**src/rtl/u2f_pkg.sv**
```systemverilog
// Package u2f_pkg
// Shared default sizes for the integer-to-float converter.
// Assumes a binary32-shaped target: 1 sign bit, 8 exponent bits, 23 fraction bits.
package u2f_pkg;
    localparam int U2F_IN_W   = 32;   // width of the unsigned integer input
    localparam int U2F_EXP_W  = 8;    // exponent field width
    localparam int U2F_FRAC_W = 23;   // stored fraction width
    localparam int U2F_BIAS   = 127;  // exponent bias
endpackage

```
**src/rtl/u2f_lzc.sv**
```systemverilog
// Module u2f_lzc
// Combinational priority encoder that gives the number of leading zero bits of
// a word. The count runs from 0 to W, and an all-zero word gives W.
// Assumes W is a power of two.
module u2f_lzc #(
    parameter int W  = 32,
    parameter int CW = $clog2(W) + 1
) (
    input  logic [W-1:0]  word,
    output logic [CW-1:0] count
);
    // Scan upward so that the highest set bit decides the count.
    always_comb begin
        count = CW'(W);
        for (int i = 0; i < W; i++) begin
            if (word[i]) count = CW'(W - 1 - i);
        end
    end
endmodule

```
**src/rtl/u2f_norm_shift.sv**
```systemverilog
// Module u2f_norm_shift
// Logarithmic left shifter. Stage k shifts by 2^(SW-1-k) when the matching bit
// of amt is set, so the largest step comes first.
// Assumes amt is at most W-1.
module u2f_norm_shift #(
    parameter int W  = 32,
    parameter int SW = $clog2(W)
) (
    input  logic [W-1:0]  word_in,
    input  logic [SW-1:0] amt,
    output logic [W-1:0]  word_out
);
    logic [W-1:0] stg [0:SW];

    assign stg[0] = word_in;

    for (genvar k = 0; k < SW; k++) begin : g_stage
        localparam int BIT  = SW - 1 - k;
        localparam int STEP = 1 << BIT;
        // One conditional shift by a fixed power of two.
        assign stg[k+1] = amt[BIT] ? (stg[k] << STEP) : stg[k];
    end

    assign word_out = stg[SW];
endmodule

```
**src/rtl/u2f_unit_float.sv**
```systemverilog
// Module u2f_unit_float
// Converts an unsigned integer x into the floating-point pattern of x * 2^-IN_W.
// Pipeline: stage 1 registers the input. Stage 2 registers the float built from
// the leading-zero count, the normalizing shift and the exponent assembly.
// Latency is two cycles, and a new input is accepted on every cycle.
// Assumes BIAS-1 >= IN_W, so no result is denormal, and IN_W-1 >= FRAC_W.
module u2f_unit_float
    import u2f_pkg::*;
#(
    parameter int IN_W   = U2F_IN_W,
    parameter int EXP_W  = U2F_EXP_W,
    parameter int FRAC_W = U2F_FRAC_W,
    parameter int BIAS   = U2F_BIAS
) (
    input  logic                      clk,
    input  logic                      rst_n,
    input  logic                      in_valid,
    input  logic [IN_W-1:0]           in_word,
    output logic                      out_valid,
    output logic [EXP_W+FRAC_W:0]     out_data
);
    localparam int SW    = $clog2(IN_W);
    localparam int CW    = SW + 1;
    localparam int OUT_W = EXP_W + FRAC_W + 1;

    logic              s1_valid;
    logic [IN_W-1:0]   s1_word;
    logic [CW-1:0]     lz;
    logic [IN_W-1:0]   norm;
    logic              is_zero;
    logic [EXP_W-1:0]  exp_fld;
    logic [FRAC_W-1:0] frac_fld;

    // Stage 1: capture the incoming integer and its valid flag.
    always_ff @(posedge clk) begin
        if (!rst_n) begin
            s1_valid <= 1'b0;
            s1_word  <= '0;
        end else begin
            s1_valid <= in_valid;
            s1_word  <= in_word;
        end
    end

    u2f_lzc #(.W(IN_W), .CW(CW)) u_lzc (
        .word  (s1_word),
        .count (lz)
    );

    u2f_norm_shift #(.W(IN_W), .SW(SW)) u_shift (
        .word_in  (s1_word),
        .amt      (lz[SW-1:0]),
        .word_out (norm)
    );

    // The top count bit is set only for an all-zero word.
    assign is_zero = lz[SW];

    // Exponent folds the normalization and the 2^-IN_W scale into one subtraction.
    always_comb begin
        exp_fld  = is_zero ? '0 : (EXP_W'(BIAS - 1) - EXP_W'(lz));
        frac_fld = is_zero ? '0 : norm[IN_W-2 -: FRAC_W];
    end

    // Stage 2: register the assembled float with its valid flag.
    always_ff @(posedge clk) begin
        if (!rst_n) begin
            out_valid <= 1'b0;
            out_data  <= '0;
        end else begin
            out_valid <= s1_valid;
            out_data  <= {1'b0, exp_fld, frac_fld};
        end
    end

    // a nonzero staged word is normalized so that its top bit is set.
    p_norm_msb_r1: assert property (@(posedge clk) disable iff (!rst_n)
        (s1_word != '0) |-> norm[IN_W-1]);

    // a zero staged word gives +0.0 on the next cycle.
    p_zero_out_r2: assert property (@(posedge clk) disable iff (!rst_n)
        (s1_valid && s1_word == '0) |=> (out_data == '0));

    // a valid output has a clear sign bit and stays below 1.0.
    p_sign_range_r5: assert property (@(posedge clk) disable iff (!rst_n)
        out_valid |-> (!out_data[OUT_W-1] && out_data < OUT_W'({1'b0, EXP_W'(BIAS), FRAC_W'(0)})));

    // a nonzero staged word never yields a zero exponent field.
    p_exp_nonzero_r6: assert property (@(posedge clk) disable iff (!rst_n)
        (s1_valid && s1_word != '0) |=> (out_data[OUT_W-2 -: EXP_W] != '0));

    // the valid flag emerges exactly two cycles after the input valid.
    p_latency_r8: assert property (@(posedge clk) disable iff (!rst_n)
        ($past(rst_n) && $past(rst_n, 2)) |-> (out_valid == $past(in_valid, 2)));
endmodule

```
**config.mk**
```make
export PLATFORM = sky130hd
export DESIGN_NAME = u2f_unit_float
export DESIGN_NICKNAME = d
export VERILOG_FILES = /design/src/rtl/u2f_pkg.sv /design/src/rtl/u2f_lzc.sv /design/src/rtl/u2f_norm_shift.sv /design/src/rtl/u2f_unit_float.sv
export SDC_FILE = /design/constraint.sdc
export NUM_CORES = 1
export LEC_CHECK = 0
export ABC_AREA = 1
export CAP_MARGIN = 20
export CORE_ASPECT_RATIO = 1.5
export CORE_MARGIN = 2
export CORE_UTILIZATION = 25
export DETAILED_ROUTE_END_ITERATION = 7
export PLACE_DENSITY = 0.44
export SYNTH_ARGS = -nofsm -noshare
export SYNTH_HDL_FRONTEND = slang
export SYNTH_SLANG_ARGS = --single-unit
```
**constraint.sdc**
```tcl
create_clock -name clk -period 5.9 [get_ports clk]
set_clock_uncertainty 0.15 [all_clocks]
set_input_delay 1.18 -clock clk [delete_from_list [all_inputs] [get_ports clk]]
set_output_delay 1.18 -clock clk [all_outputs]
set_load 0.02 [all_outputs]
```
Yosys cells after proc, flatten, opt, wreduce, memory -nomap -nowiden
Cells that the tools add are included.
- reduce and logical (&&, ||, !) cells: 1
- add/subtract/negate cells: 1
- bitwise logic cells: 1
- mux-type cells: 37
- operator list (kind ; count):
    $mux 6 ; 32
    $mux 31 ; 5
    $sub 7x6->8 const A ; 1
    $reduce_or 2->1 ; 1
    $not 1->1 ; 1
- output and inout bits: 33
- bits of input ports: 35
- register bits after elaboration: 66
- word-level logic and storage cells: 45

Depth between registers and ports, before layout
Gate-level depths: netlist (run 1).
- depth after elaboration: 37
- gate-level depth with buffers: 38
- depth with buffers taken out: 37

By module
A second synthesis (run 1) with hierarchy kept.
- cells, all modules: 678
- area total of the unflattened synthesis: 4215.3 sq um
- modules (own cells, without submodules) (module ; seq. area each (sq um) ; cells each ; area each (sq um) ; times used):
    u2f_unit_float ; 1281.2 ; 210 ; 1908.1 ; 1
    u2f_norm_shift ; 0.0 ; 358 ; 1858.0 ; 1
    u2f_lzc ; 0.0 ; 110 ; 449.2 ; 1

Worst setup path after synthesis (run 1)
OpenSTA, ideal clock, no wires.
- kind: flip-flop to flip-flop
- from: reg s1_word[1]
- to: reg out_data[25]
- data arrival time: 2.558 ns
- clock period less this slack: 2.778 ns
- buffers on the path: 1
- path slack: 3.122 ns
- setup time: 0.070 ns
- required time: 5.680 ns
- cell stages (with the launch flop): 38
- cells stage by stage: dfxtp_1 > inv_1 > nand2_1 > nand2_1 > nand2_1 > nand2_1 > nand2_1 > nand2_1 > nand2_1 > nand2_1 > nand2_1 > nand2_1 > nand2_1 > nand2_1 > nand2_1 > nand2_1 > nand2_1 > nand2_1 > (+2 left out) > nand2_1 > nand2_1 > nand2_1 > nand2_1 > nand2_1 > nand2_1 > nand2_1 > nand2_1 > nand2_1 > nand2_1 > nand2_1 > nand2_2 > nand2_4 > inv_6 > buf_12 > ha_1 > or2_2 > a21oi_1
- word-level cells in the longest chain between the ends: 32
- elaborated cells between the ends (all ways): 33
- classes of those cells: 1 x add/sub; 31 x mux; 1 x reduce/logical
- ends and longest elaborated chain (element ; RTL line ; RTL):
    start: declaration ; u2f_unit_float.sv:27 ; logic [IN_W-1:0] s1_word;
    start signal: assignment ; u2f_unit_float.sv:41 ; s1_word <= in_word;
    $mux 6 (31 in a row) ; u2f_lzc.sv:16 ; if (word[i]) count = CW'(W - 1 - i);
    named net lz[0] ; u2f_unit_float.sv:28 ; logic [CW-1:0] lz;
    $sub 7x6->8 ; u2f_unit_float.sv:61 ; exp_fld = is_zero ? '0 : (EXP_W'(BIAS - 1) - EXP_W'(lz));
    end signal: assignment ; u2f_unit_float.sv:72 ; out_data <= {1'b0, exp_fld, frac_fld};
    end: declaration ; u2f_unit_float.sv:20 ; output logic [EXP_W+FRAC_W:0] out_data
The timed path passes the listed nets, and every way through them passes these cells.
A chain may end at the register's enable or synchronous reset.

Worst setup path after layout (run 1)
- from: reg s1_word[0]
- to: reg out_data[25]
- word-level cells in the longest chain between the ends: 33
- elaborated cells between the ends (all ways): 34
- classes of those cells: 1 x add/sub; 32 x mux; 1 x reduce/logical
- ends and longest elaborated chain (element ; RTL line):
    $mux 6 (*) (32 in a row) ; u2f_lzc.sv:16
    $sub 7x6->8 or $reduce_or 2->1 (tied branches) ; n/a
Every way passes the cells marked *; elsewhere a longest branch is shown, timed or not.

==> results of run 1 <==
[cell type report]
class                           count  area, µm²  area share (%)
Multi-Input combinational cell    389       1730            37.2
Sequential cell                    64       1280            27.6
Timing Repair Buffer               67        666            14.3
Inverter                          119        452            9.72
Clock buffer                       12        256            5.52
Tap cell                          196        245            5.28
Clock inverter                      3       17.5           0.377
[cell families after synthesis]
family	Yosys count	synth area share [%]
simple gates	293	33.4
flops	64	35.2
fa+ha+maj	1	0.344
compound gates	93	13.6
other cells	1	0.103
buf+inv	147	17.4
[registers in the layout, summed over array words and instances (netlist names)]
register	flops
out_valid	1
s1_valid	1
out_data	30
s1_word	32
[layer usage]
metal / share of wire [%] / vias to the layer above / routed length, µm / GRT usage (%)
met5: 0 / - / 0 / 0
met4: 2.8 / 0 / 275 / 6.27
met3: 3.5 / 17 / 342 / 2.48
met2: 54 / 77 / 5190 / 25.3
met1: 40 / 1513 / 3880 / 13.6
li1: - / 1891 / - / -
[cells in the final DEF, fill, tap and decap left out]
cell type                         synthesis  routed
sky130_fd_sc_hd__clkbuf_8                 0       2
sky130_fd_sc_hd__nand2_1                165     165
sky130_fd_sc_hd__o221ai_1                 1       1
sky130_fd_sc_hd__clkinv_1                 1       1
sky130_fd_sc_hd__a311oi_1                 1       1
sky130_fd_sc_hd__inv_1                  110     110
sky130_fd_sc_hd__o311ai_1                 1       1
sky130_fd_sc_hd__nor2_1                  83      83
sky130_fd_sc_hd__a21oi_1                 16      16
sky130_fd_sc_hd__nor2_4                   2       2
sky130_fd_sc_hd__o21ai_0                 42      42
sky130_fd_sc_hd__clkinvlp_4               0       1
sky130_fd_sc_hd__nor4_1                   4       4
sky130_fd_sc_hd__ha_1                     1       1
sky130_fd_sc_hd__conb_1                   1       2
sky130_fd_sc_hd__clkinv_2                 0       2
sky130_fd_sc_hd__clkbuf_1                12       1
sky130_fd_sc_hd__o211ai_1                 1       1
sky130_fd_sc_hd__a21boi_1                 1       1
sky130_fd_sc_hd__nand2_2                  1       1
sky130_fd_sc_hd__clkdlybuf4s50_1          0      65
sky130_fd_sc_hd__nand2_4                  1       1
sky130_fd_sc_hd__a31oi_1                  5       5
sky130_fd_sc_hd__a21oi_2                  1       1
sky130_fd_sc_hd__dfxtp_1                 64      64
sky130_fd_sc_hd__or2_2                    4       4
sky130_fd_sc_hd__nor3_1                   4       4
sky130_fd_sc_hd__o21ai_1                 23      23
sky130_fd_sc_hd__inv_2                    7       7
sky130_fd_sc_hd__o2111ai_1                1       1
sky130_fd_sc_hd__inv_6                    1       1
sky130_fd_sc_hd__clkbuf_16                0       9
sky130_fd_sc_hd__nand3_1                  7       7
sky130_fd_sc_hd__nor2_2                  19      19
sky130_fd_sc_hd__buf_4                    5       2
sky130_fd_sc_hd__nand4_1                  3       3
[metrics by stage]
stage / setup slack, ns / area (µm²) / hold WS, ns
after floorplan: 3.12 / 3640 / 0.240
after global placement: 2.44 / 4370 / 0.251
after detailed placement: 2.34 / 4370 / 0.263
after CTS: 2.33 / 4650 / 0.278
after global routing: 1.81 / 4650 / 0.304
final: 2.33 / 4650 / 0.272
[worst min path at each step]
| stage | depth (start not counted) | endpoint | start | slack [ns] |
|---|---|---|---|---|
| 4_1_cts | 2 | out_valid | s1_valid | 0.28 |
| 3_5_place_dp | 2 | out_valid | s1_valid | 0.26 |
| 2_1_floorplan | 2 | out_valid | s1_valid | 0.24 |
| 6_report | 2 | out_valid | s1_valid | 0.27 |
| 3_3_place_gp | 2 | out_valid | s1_valid | 0.25 |
| 5_1_grt | 2 | out_valid | s1_valid | 0.30 |
[power by group]
part | total (mW) | internal, mW | switching (mW)
Combinational | 0.354 | 0.142 | 0.212
Sequential | 0.489 | 0.473 | 0.0159
Clock | 0.484 | 0.303 | 0.181
[critical path: stages (launching register included)]
cell and delay [ns]:
sky130_fd_sc_hd__dfxtp_1 0.32, sky130_fd_sc_hd__nor2_1 0.10, sky130_fd_sc_hd__inv_1 0.06, sky130_fd_sc_hd__a311oi_1 0.21, sky130_fd_sc_hd__o311ai_1 0.12, sky130_fd_sc_hd__nand3_1 0.09
sky130_fd_sc_hd__nand3_1 0.07, sky130_fd_sc_hd__nand2_1 0.07, sky130_fd_sc_hd__nand2_1 0.04, sky130_fd_sc_hd__nand2_1 0.06, sky130_fd_sc_hd__nand2_1 0.05, sky130_fd_sc_hd__nand2_1 0.06
sky130_fd_sc_hd__nand2_1 0.04, sky130_fd_sc_hd__nand2_1 0.05, sky130_fd_sc_hd__nand2_1 0.04, sky130_fd_sc_hd__nand2_1 0.64, sky130_fd_sc_hd__inv_1 0.51, sky130_fd_sc_hd__ha_1 0.37
sky130_fd_sc_hd__or2_2 0.29, sky130_fd_sc_hd__a21oi_1 0.13
==> results by stage, run 1 <==
Place:
- Detailed placement ended at an HPWL of 7.86 mm.
- The congestion estimate from routability-driven global placement came to 0.886.
- The cell total after placement is 835.
- The count of buffers added on input and output ports is 65.

Detailed routing:
- The total routed wirelength is 9.69 mm.
- The average routed wire per standard cell is 11.4 µm.
- The total number of vias is 3,498.
- Dividing the detail-routed via count by the number of cells gives 4.12.
- The number of violations reported at the end of detailed-routing iteration 0 is 148.
- The remaining number of nets flagged by the antenna check after routing is 0.
- For this run, design rule violations remaining after detail routing come to 0.
- The first-pass iteration count of the detailed router is 4.

Yosys:
- The number of warning messages in the yosys log is 0.
- The share of synthesized registers carrying an async set or reset is 0%.
- Counting flops and latches in the post-synthesis netlist gives 64.
- Yosys mapped a number of flops with a built-in enable equal to 0.
- In the post-synthesis netlist, the biggest area contributors are sky130_fd_sc_hd__dfxtp_1 35%, sky130_fd_sc_hd__nand2_1 17%, sky130_fd_sc_hd__inv_1 11%, sky130_fd_sc_hd__nor2_1 8.6%, sky130_fd_sc_hd__o21ai_0 5.8%.
- The cell area that synthesis handed to floorplanning was 3640 µm².
- The share of the yosys chip area belonging to registers is 35.2%.
- The synthesized netlist contains 34 unique library cells.
- The proportion of netlist area held by the largest area contributor is 35.2%.
- The top flip-flop cell by instance count after synthesis is sky130_fd_sc_hd__dfxtp_1.
- Sorting the synthesized cells by how often they occur yields 165 x sky130_fd_sc_hd__nand2_1, 110 x sky130_fd_sc_hd__inv_1, 83 x sky130_fd_sc_hd__nor2_1.
- The cell count after synthesis is 599.
- The biggest area contributor in the post-synthesis netlist is sky130_fd_sc_hd__dfxtp_1.
- The average instance area after synthesis is 6.07 µm².
- In the post-synthesis netlist, the cell with the most instances is sky130_fd_sc_hd__nand2_1.

Final layout:
- The final core utilization is 32.3%.
- The number of standard cells in the layout, taps in and fillers out is 850.
- 0 antenna diodes ended up in the layout.
- The proportion of layout cells with a drive suffix above 1 is 7.95%.
- Fill cells in the final layout number 1,639.
- The net count of the finished layout is 686.
- From synthesis to final layout, the design area changed by 27.7%.

Global routing:
- The total overflow left after global routing is 0.
- Entering global routing, the biggest net connects 36 pins.
- The via count of the first global-routing pass was 3,503.
- The number of antenna violations at the first check in global routing is 0.
- Across every metal layer, demand over resource in global routing totals 13.3%.
- The first-pass GRT wire length is 15.9 mm.

Timing:
- Setup violations remaining at the end of the flow were counted as 0.
- The final hold violation count was 0.
- Setup repair after global routing left no endpoint under its margin.
- The shortest clock period the worst path allows after layout is 3.57 ns.
- The sum of negative setup slack is 0 ns.
- For this run, the top clock speed supported by timing is 280 MHz.
- At the pin with the least slew margin, the transition time is 0.879 ns.
- Measured against its own limit, the worst slew margin works out to 41.3%.
- The final-report max-slew violation count is 0.
- The final clock period utilization by the worst path is 60.5%.

Floorplan:
- The area of the die is 15,600 µm².
- The starting utilization of the core area is 25.3%.
- From bottom edge to top edge, the die measures 152 µm.
- The number of top-level pins is 68.
- The width of the die is 103 µm.
- The area of the placeable core is 14,400 µm².
- The floorplan has 54 rows.

Clocking:
- For this design, the CTS-stage hold fixing added 0 buffers.
- After clock tree synthesis, the setup repair step added 0 buffers.
- Clock latency on the worst-skew pair, taken at its later pin, is 0.33 ns.
- The clock transition at the register clock pins on the worst setup and hold paths after CTS is 0.05 ns.
- The clock net sink count is 64.
- The maximum level of the CTS H-tree is 3.
- The CTS buffer count is 9.
- No sink is reached through more buffers than the 2 on the longest clock path.
- In this run, post-CTS repair resized a total of 0 instances.
- The clock tree from TritonCTS is built.
- The tree is rooted in a sky130_fd_sc_hd__clkbuf_16.

Setup path:
- Data on the critical path is required at its endpoint by 6.01 ns.
- The endpoint of the worst-slack reg-to-reg timing path is out_data[25].
- The capture point of the worst path is out_data[25].
- The most critical setup path has its startpoint at s1_word[0].
- For the worst flop-to-flop path, the logic depth is 19.
- The data arrival time of the critical path is 3.68 ns.
- The critical path class is reg2reg.
- The critical-path maximum fanout is 30.
- The category of the worst setup path capture point is a register.
- In this run the critical register-to-register path is launched from s1_word[0].
- The worst setup path is launched from a register.
- The setup slack of the worst register-to-register path is 2.33 ns.

Power:
- The worst-case IR drop observed on VDD is 0.000105 V.
- Total power for the finished layout comes to 1.33 mW.
- Summed over all cells, the static leakage comes to 2.40 nW.
- Dividing total power by cell area gives a power density of 285 nW/µm².

Run:
- Across the run, the number of max-cap violations was 0.

Run status:
- The flow ran to the end, and the final reports show no timing, DRC or antenna violations.

Worst hold path:
- The path category of the worst min-delay check is reg2reg.
No activity file was read; power rests on OpenSTA's default activity.
==> run 2, diff against run 1 <==
==> constraint.sdc (replaced) <==
create_clock -name clk -period 3.45 [get_ports clk]
set_clock_uncertainty 0.15 [all_clocks]
set_input_delay 0.69 -clock clk [delete_from_list [all_inputs] [get_ports clk]]
set_output_delay 0.69 -clock clk [all_outputs]
set_load 0.02 [all_outputs]
==> run 2 against run 1 <==
Final area is 0.65% higher. Combinational power is 73% higher. Largest power group unchanged. Critical endpoint is now out_data[27]. Cell count is 0.59% higher. Core utilization is 0.21 points higher.
==> results by stage, run 2 (synthesis results as in run 1) <==
Run status:
- The run finished with clean final reports.

Timing:
- Measured against its own limit, the worst slew margin works out to 62.5%.
- The worst path meets setup with 0.458 ns of slack.
- The total of endpoints with negative setup slack in the final report is 0.
- Timing would allow up to 334 MHz.
- The final-report max-slew violation count came to 0.
- Setup repair after global routing left no endpoint under its margin.
- The slew at the pin with the worst max-slew slack is 0.561 ns.
- The final hold violation count is 0.
- For the finished layout, the period the worst path requires is 2.99 ns.
- The final clock period utilization by the worst path is 86.7%.
- After routing, the total negative slack on setup checks comes to 0 ns.

Power:
- In this run, the combinational gates consume 26.9% of the power.
- The switching share of power is 31.3%.
- The largest voltage drop on the vdd net is 0.000200 V.
- The cell-internal power is 1.56 mW.
- For this design the ratio of total power to cell area is 485 nW/µm².
- The static leakage power is 2.41 nW.
- The power dissipated by switching net loads is 0.710 mW.
- The share of total power dissipated in sequential elements is 36.8%.
- The part of the total power dissipated in the clock network is 36.3%.

Setup path:
- The number of cells on the worst reg-to-reg path is 37.
- The endpoint of the worst-slack reg-to-reg timing path is out_data[27].
- Along the worst path, the maximum fanout reaches 16.
- STA puts the critical path data arrival time at 3.06 ns.
- The worst setup path is launched from a register.
- The worst setup path is captured at a register.
- In this design, the stage delay of the slowest critical-path cell is 0.33 ns.
- The family with the most delay on the worst path is simple AND/OR/NAND/NOR gates.
- The number of buffers and inverters on the critical path is 2.
- For flop-to-flop paths, the worst setup slack is 0.46 ns.
- The source of the worst register-to-register timing path is s1_word[1].
- The largest individual stage delay along the critical path comes from the cell sky130_fd_sc_hd__dfxtp_2.
- The worst setup path is of the reg2reg kind.
- Data on the critical path is required at its endpoint by 3.52 ns.
- The most numerous cell type found on the critical path is sky130_fd_sc_hd__nand2_1.

Clocking:
- The clock tree from TritonCTS is built.
- In this run the deepest clock path goes through 2 buffers.
- Clock-pin slew was measured on the worst setup and hold paths at 0.05 ns.
- Counting every sink on the clock net gives 64.
- The root buffer cell chosen for the clock tree is sky130_fd_sc_hd__clkbuf_16.
- The number of hold buffers added after CTS was 0.
- Buffers inserted during clock tree synthesis total 9.
- The number of gates resized after cts is 0.
- The H-tree was split into 3 levels.
- Buffers added to address setup during post-CTS repair amount to 0.
- The later-pin clock latency in the skew report is 0.34 ns.

Floorplan:
- The number of cell rows is 54.
- The area of the placeable core is 14,400 µm².
- The vertical extent of the die is 152 µm.
- The die is 103 µm wide.
- Once the floorplan was initialized, standard cells occupied 25.3% of the core.
- The area of the die is 15,600 µm².
- During I/O placement, the number of pins put on the boundary was 68.

Final layout:
- The proportion of layout cells with a drive suffix above 1 is 8.65%.
- The library cell used most frequently in the layout, excluding fill and tap cells, is sky130_fd_sc_hd__nand2_1.
- The number of fillers in the final layout is 1,661.
- After the flow finishes, the layout carries non-filler instances totaling 855.
- The top register by number of flip-flops is s1_word.
- In the final layout, the registers with the most flip-flops are s1_word x32, out_data x30.
- Summing all multi-input logic gate instances after layout gives 1730 µm².
- The flip-flop count of the largest register, all copies and words added is 32.
- The number of antenna diodes is 0.
- The area used by sequential logic in the layout is 1280 µm².
- Relative to the synthesized area, the layout overhead comes to 28.5%.
- The final layout net count is 690.
- Leaving out fill and tap cells, the most frequent cells in the layout are 165 x sky130_fd_sc_hd__nand2_1, 110 x sky130_fd_sc_hd__inv_1, 83 x sky130_fd_sc_hd__nor2_1.

Place:
- The pre-CTS setup slack is 0.320 ns.
- After legalization and detailed placement, the total HPWL measured 8.20 mm.
- At the end of routability-driven placement, the weighted congestion stood at 0.967.
- Buffers placed on the I/O ports in this run total 65.
- The number of placed instances, taps included, is 839.

Detailed routing:
- The total number of vias is 3,535.
- The total routed wirelength is 9.81 mm.
- The first-pass iteration count of the detailed router is 5.
- After detailed routing, the average wire length per cell comes to 11.5 µm.
- The detailed router finished its first iteration with 139 violations.
- The post-detailed-route DRC marker count is 0.
- Dividing the detail-routed via count by the number of cells gives 4.13.
- The remaining number of nets flagged by the antenna check after routing is 0.

Worst hold path:
- The launch point of the worst hold path is s1_valid.
- The tightest min-delay check is of the reg2reg type.
- The worst hold path depth is 2.
- The worst hold path terminates at out_valid.

Run:
- Max-cap violations in this run came to 0.

Global routing:
- Summed over all layers, the global routing overflow is 0.
- In the global route stage, overall resource usage came out at 13.3%.
- The number of antenna violations at the first check in global routing is 0.
- Entering global routing, the biggest net connects 35 pins.
- The via count of the first global-routing pass is 3,362.
- The first-pass GRT wire length is 15.8 mm.
[run 2: cell count changes in the layout (fill, tap and decap cells not counted), sizes merged]
cell	delta
buf	+4
clkbuf	+1
[run 2: layer usage]
metal	part of all wire (%)	global-route usage (%)
met1	39	13.0
met2	54	25.4
met3	3.4	2.66
met4	3.8	7.60
met5	0	0
[run 2: through the flow]
| stage | total power, mW | cell area [µm²] | hold slack, ns | utilization, % |
|---|---|---|---|---|
| 4_1_cts | 2.30 | 4670 | 0.264 | 32.5 |
| 5_1_grt | 2.41 | 4680 | 0.278 | 32.5 |
| 3_5_place_dp | 1.47 | 4400 | 0.258 | 30.6 |
| 2_1_floorplan | 1.27 | 3640 | 0.240 | - |
| 6_report | 2.27 | 4680 | 0.268 | 32.5 |
| 3_3_place_gp | 1.47 | 4400 | 0.252 | 30.6 |
[run 2: layout make-up]
| cell class | instances | share of cell area, % |
|---|---|---|
| Timing Repair Buffer | 71 | 14.9 |
| Clock buffer | 13 | 5.35 |
| Sequential cell | 64 | 27.4 |
| Multi-Input combinational cell | 389 | 37.0 |
| Clock inverter | 3 | 0.375 |
| Tap cell | 196 | 5.24 |
| Inverter | 119 | 9.71 |
[run 2: power by group through the flow]
stage	clock network [mW]	logic (mW)	registers [mW]
5_1_grt	0.874	0.692	0.842
2_1_floorplan	0	0.364	0.907
4_1_cts	0.849	0.618	0.836
3_5_place_dp	0	0.617	0.852
3_3_place_gp	0	0.617	0.852
6_report	0.823	0.611	0.835
[run 2: worst max-delay path by stage]
stage	cells past startpoint	endpoint	slack, ns	startpoint
after CTS	36	out_data[25]	0.29	s1_word[1]
final	37	out_data[27]	0.46	s1_word[1]
after global placement	36	out_data[25]	0.24	s1_word[1]
after floorplan	37	out_data[25]	0.67	s1_word[1]
after detailed placement	36	out_data[25]	0.32	s1_word[1]
after global routing	37	out_data[27]	0.03	s1_word[1]
[run 2: worst register-to-register path, delay by kind of cell (launching register included)]
kind	cells	cell delay [ns]
simple gates	32	1.74
flops	1	0.33
fa+ha+maj	1	0.23
compound gates	2	0.23
buf+inv	2	0.21
==> run 3, diff against run 2 <==
--- a/config.mk
+++ b/config.mk
@@ -6,11 +6,11 @@
 export NUM_CORES = 1
 export LEC_CHECK = 0
 export ABC_AREA = 1
-export CAP_MARGIN = 20
 export CORE_ASPECT_RATIO = 1.5
 export CORE_MARGIN = 2
 export CORE_UTILIZATION = 25
 export DETAILED_ROUTE_END_ITERATION = 7
+export GPL_TIMING_DRIVEN = 0
 export PLACE_DENSITY = 0.44
 export SYNTH_ARGS = -nofsm -noshare
 export SYNTH_HDL_FRONTEND = slang
==> run 3 against run 2 <==
Global-route usage up 0.71 points. Sequential share of layout area is 0.81 points lower. Wire length is 6.5% higher. Cell count is 2.3% higher. Critical path depth is the same. Final area rose by 3.2%. Register-to-register slack worse by 0.14 ns. First-iteration DRC count is 38% lower. Core utilization is 1.1 points higher. Sequential power about the same. Combinational power up 5.7%. Die area unchanged.
==> results by stage, run 3 (synthesis results as in run 1) <==
Timing:
- The total of endpoints with negative setup slack in the final report is 0.
- The smallest hold slack is 0.269 ns.
- Measured against its own limit, the worst slew margin works out to 66.0%.
- Summed over all failing endpoints, the final setup total negative slack is 0 ns.
- The routed design could run at a clock period as short as 3.13 ns.
- The timing-limited maximum frequency is 320 MHz.
- The slew at the pin with the worst max-slew slack is 0.510 ns.
- The final hold violation count is 0.
- Setup repair after global routing left no endpoint under its margin.
- The final-report max-slew violation count came to 0.
- The final clock period utilization by the worst path is 90.7%.

Place:
- After legalization and detailed placement, the total HPWL measured 8.88 mm.
- The global placer's final weighted congestion is 0.888.
- The count of buffers added on input and output ports is 64.
- After detailed placement, the design holds a cell count of 860.

Final layout:
- The library cells used most frequently in the layout, excluding fill and tap cells, are 164 x sky130_fd_sc_hd__nand2_1, 110 x sky130_fd_sc_hd__inv_1, 83 x sky130_fd_sc_hd__nor2_1.
- The register with the most flip-flops in the layout has 32 of them.
- The combined area of the multi-input logic cells is 1740 µm².
- s1_word holds more flip-flops than any other register.
- The final layout contains 711 nets.
- The most frequent standard cell in the layout excluding fill and tap cells is sky130_fd_sc_hd__nand2_1.
- The number of standard cells in the layout, taps in and fillers out is 875.
- The largest registers in the layout are s1_word x32, out_data x30.
- The proportion of layout cells with a drive suffix above 1 is 10.6%.
- Counting the fill cells in the layout gives 1,628.
- The area used by sequential logic in the layout is 1280 µm².
- The layout-stage area growth over the synthesis result is 32.7%.
- 0 antenna diodes ended up in the layout.

Detailed routing:
- After the first detailed-routing iteration, the DRC count stood at 86.
- The total routed wirelength is 10.5 mm.
- In the final routed layout, each cell accounts on average for 11.9 µm.
- The detail route stage leaves a number of antenna-violating nets equal to 0.
- The total number of vias is 3,623.
- The first-pass iteration count of the detailed router is 5.
- In the routed design, unresolved DRC markers number 0.
- The number of vias per cell after detailed routing is 4.14.

Floorplan:
- The floorplan step defined a die boundary enclosing 15,600 µm².
- For this configuration, the core starts out at a cell density of 25.3%.
- The floorplan has 54 rows.
- The vertical extent of the die is 152 µm.
- The floorplan step defined a core boundary enclosing 14,400 µm².
- The width of the die is 103 µm.
- The number of top-level pins is 68.

Clocking:
- The clock net sink count is 64.
- The clock transition at the register clock pins on the worst setup and hold paths after CTS is 0.05 ns.
- Counting along the longest clock path gives a buffer depth of 2.
- The tree is rooted in a sky130_fd_sc_hd__clkbuf_16.
- The later-pin clock latency in the skew report is 0.33 ns.
- The H-tree was split into 3 levels.
- The number of hold buffers added after CTS was 0.
- The number of setup buffers added after CTS is 0.
- Gates resized during post-CTS repair numbered 0.
- The number of clock buffers added by TritonCTS is 9.
- TritonCTS built the clock tree.

Setup path:
- The data arrival time of the critical path is 3.24 ns.
- The critical path required time is 3.57 ns.
- In this design, the stage delay of the slowest critical-path cell is 0.33 ns.
- The critical path class is reg2reg.
- In this run the worst path has a maximum fanout of 10.
- The critical path launch point type is a register.
- The cell repeated most along the worst path is sky130_fd_sc_hd__nand2_1.
- The slowest stage of the critical path is the sky130_fd_sc_hd__dfxtp_2 cell.
- The combined buffer and inverter count along the critical path is 3.
- The endpoint of the worst-slack reg-to-reg timing path is out_data[25].
- STA classifies the critical path endpoint as a register.
- The depth of the worst register-to-register path is 37.
- The source of the worst register-to-register timing path is s1_word[1].
- The worst register-to-register path has a setup slack of 0.32 ns.
- The family with the most delay on the worst path is simple AND/OR/NAND/NOR gates.

Global routing:
- The largest net degree at the start of global routing is 11.
- The first-pass GRT wire length is 16.5 mm.
- The total overflow left after global routing is 0.
- The via count of the first global-routing pass came to 3,376.
- The number of antenna violations at the first check in global routing was 0.
- The global router's overall resource usage is 14.0%.

Power:
- In this run the power density over the cells is 489 nW/µm².
- Total power for the finished layout comes to 2.36 mW.
- The static leakage power is 2.49 nW.
- The largest voltage drop on the vdd net is 0.000205 V.

Worst hold path:
- Along the worst hold path, the cell count comes to 2.
- The capture endpoint of the worst hold path is out_valid.
- The launch point of the worst hold path is s1_valid.
- The worst hold path belongs to the class reg2reg.

Run:
- The total of max-cap violations is 0.

Run status:
- The run finished with clean final reports.
-- run 3: cell types whose count changed in the layout (fill, tap and decap cells not counted), moves of 2 or more --
cell                       before  now
sky130_fd_sc_hd__buf_12         0    2
sky130_fd_sc_hd__buf_2          0    7
sky130_fd_sc_hd__buf_6          0    2
sky130_fd_sc_hd__clkbuf_1       3   13
sky130_fd_sc_hd__dfxtp_1       63   61
sky130_fd_sc_hd__dfxtp_2        1    3
-- run 3: worst max-delay path by stage --
stage	start	to	slack [ns]	cells after the start
6_report	s1_word[1]	out_data[25]	0.32	37
5_1_grt	s1_word[1]	out_data[27]	0.007	38
4_1_cts	s1_word[1]	out_data[25]	0.20	37
3_5_place_dp	s1_word[1]	out_data[25]	0.23	37
3_3_place_gp	s1_word[1]	out_data[25]	0.22	37
2_1_floorplan	s1_word[1]	out_data[25]	0.67	37
-- run 3: layer usage --
layer / part of all wire [%] / track usage (%) / vias up
met5: 0 / 0 / -
met4: 3.2 / 7.33 / 0
met3: 3.2 / 2.29 / 25
met2: 57 / 28.2 / 82
met1: 37 / 13.1 / 1567
li1: - / - / 1949
-- run 3: final cells by class --
| class | count | share of cell area (%) |
|---|---|---|
| timing repair buffer | 64 | 13.3 |
| sequential | 64 | 26.6 |
| buffer | 28 | 3.73 |
| inverter | 119 | 9.35 |
| clock buffer | 11 | 5.03 |
| tap | 196 | 5.08 |
| clock inverter | 4 | 0.933 |
| multi-input combinational | 389 | 36.0 |
-- run 3: through the flow --
step / util [%] / instance area (µm²) / setup WS (ns)
after floorplan: - / 3640 / 0.672
after global placement: 31.5 / 4530 / 0.215
after detailed placement: 31.5 / 4530 / 0.225
after CTS: 33.5 / 4820 / 0.200
after global routing: 33.6 / 4830 / 0.00672
final: 33.6 / 4830 / 0.321
-- run 3: worst register-to-register path, delay by kind of cell, from the launching register on --
family,cells,cell delay [ns]
buffers and inverters,3,0.26
DFF,1,0.33
AOI/OAI and AO/OA,1,0.12
and+or+nand+nor,32,2.01
adders and majority gates,1,0.19
-- run 3: power by group --
group	switching, mW	total, mW	leakage [nW]	internal (mW)
combinational	0.379	0.646	1.81	0.267
sequential	0.0267	0.835	0.535	0.809
clock	0.309	0.878	0.145	0.570
total	0.715	2.36	2.49	1.65
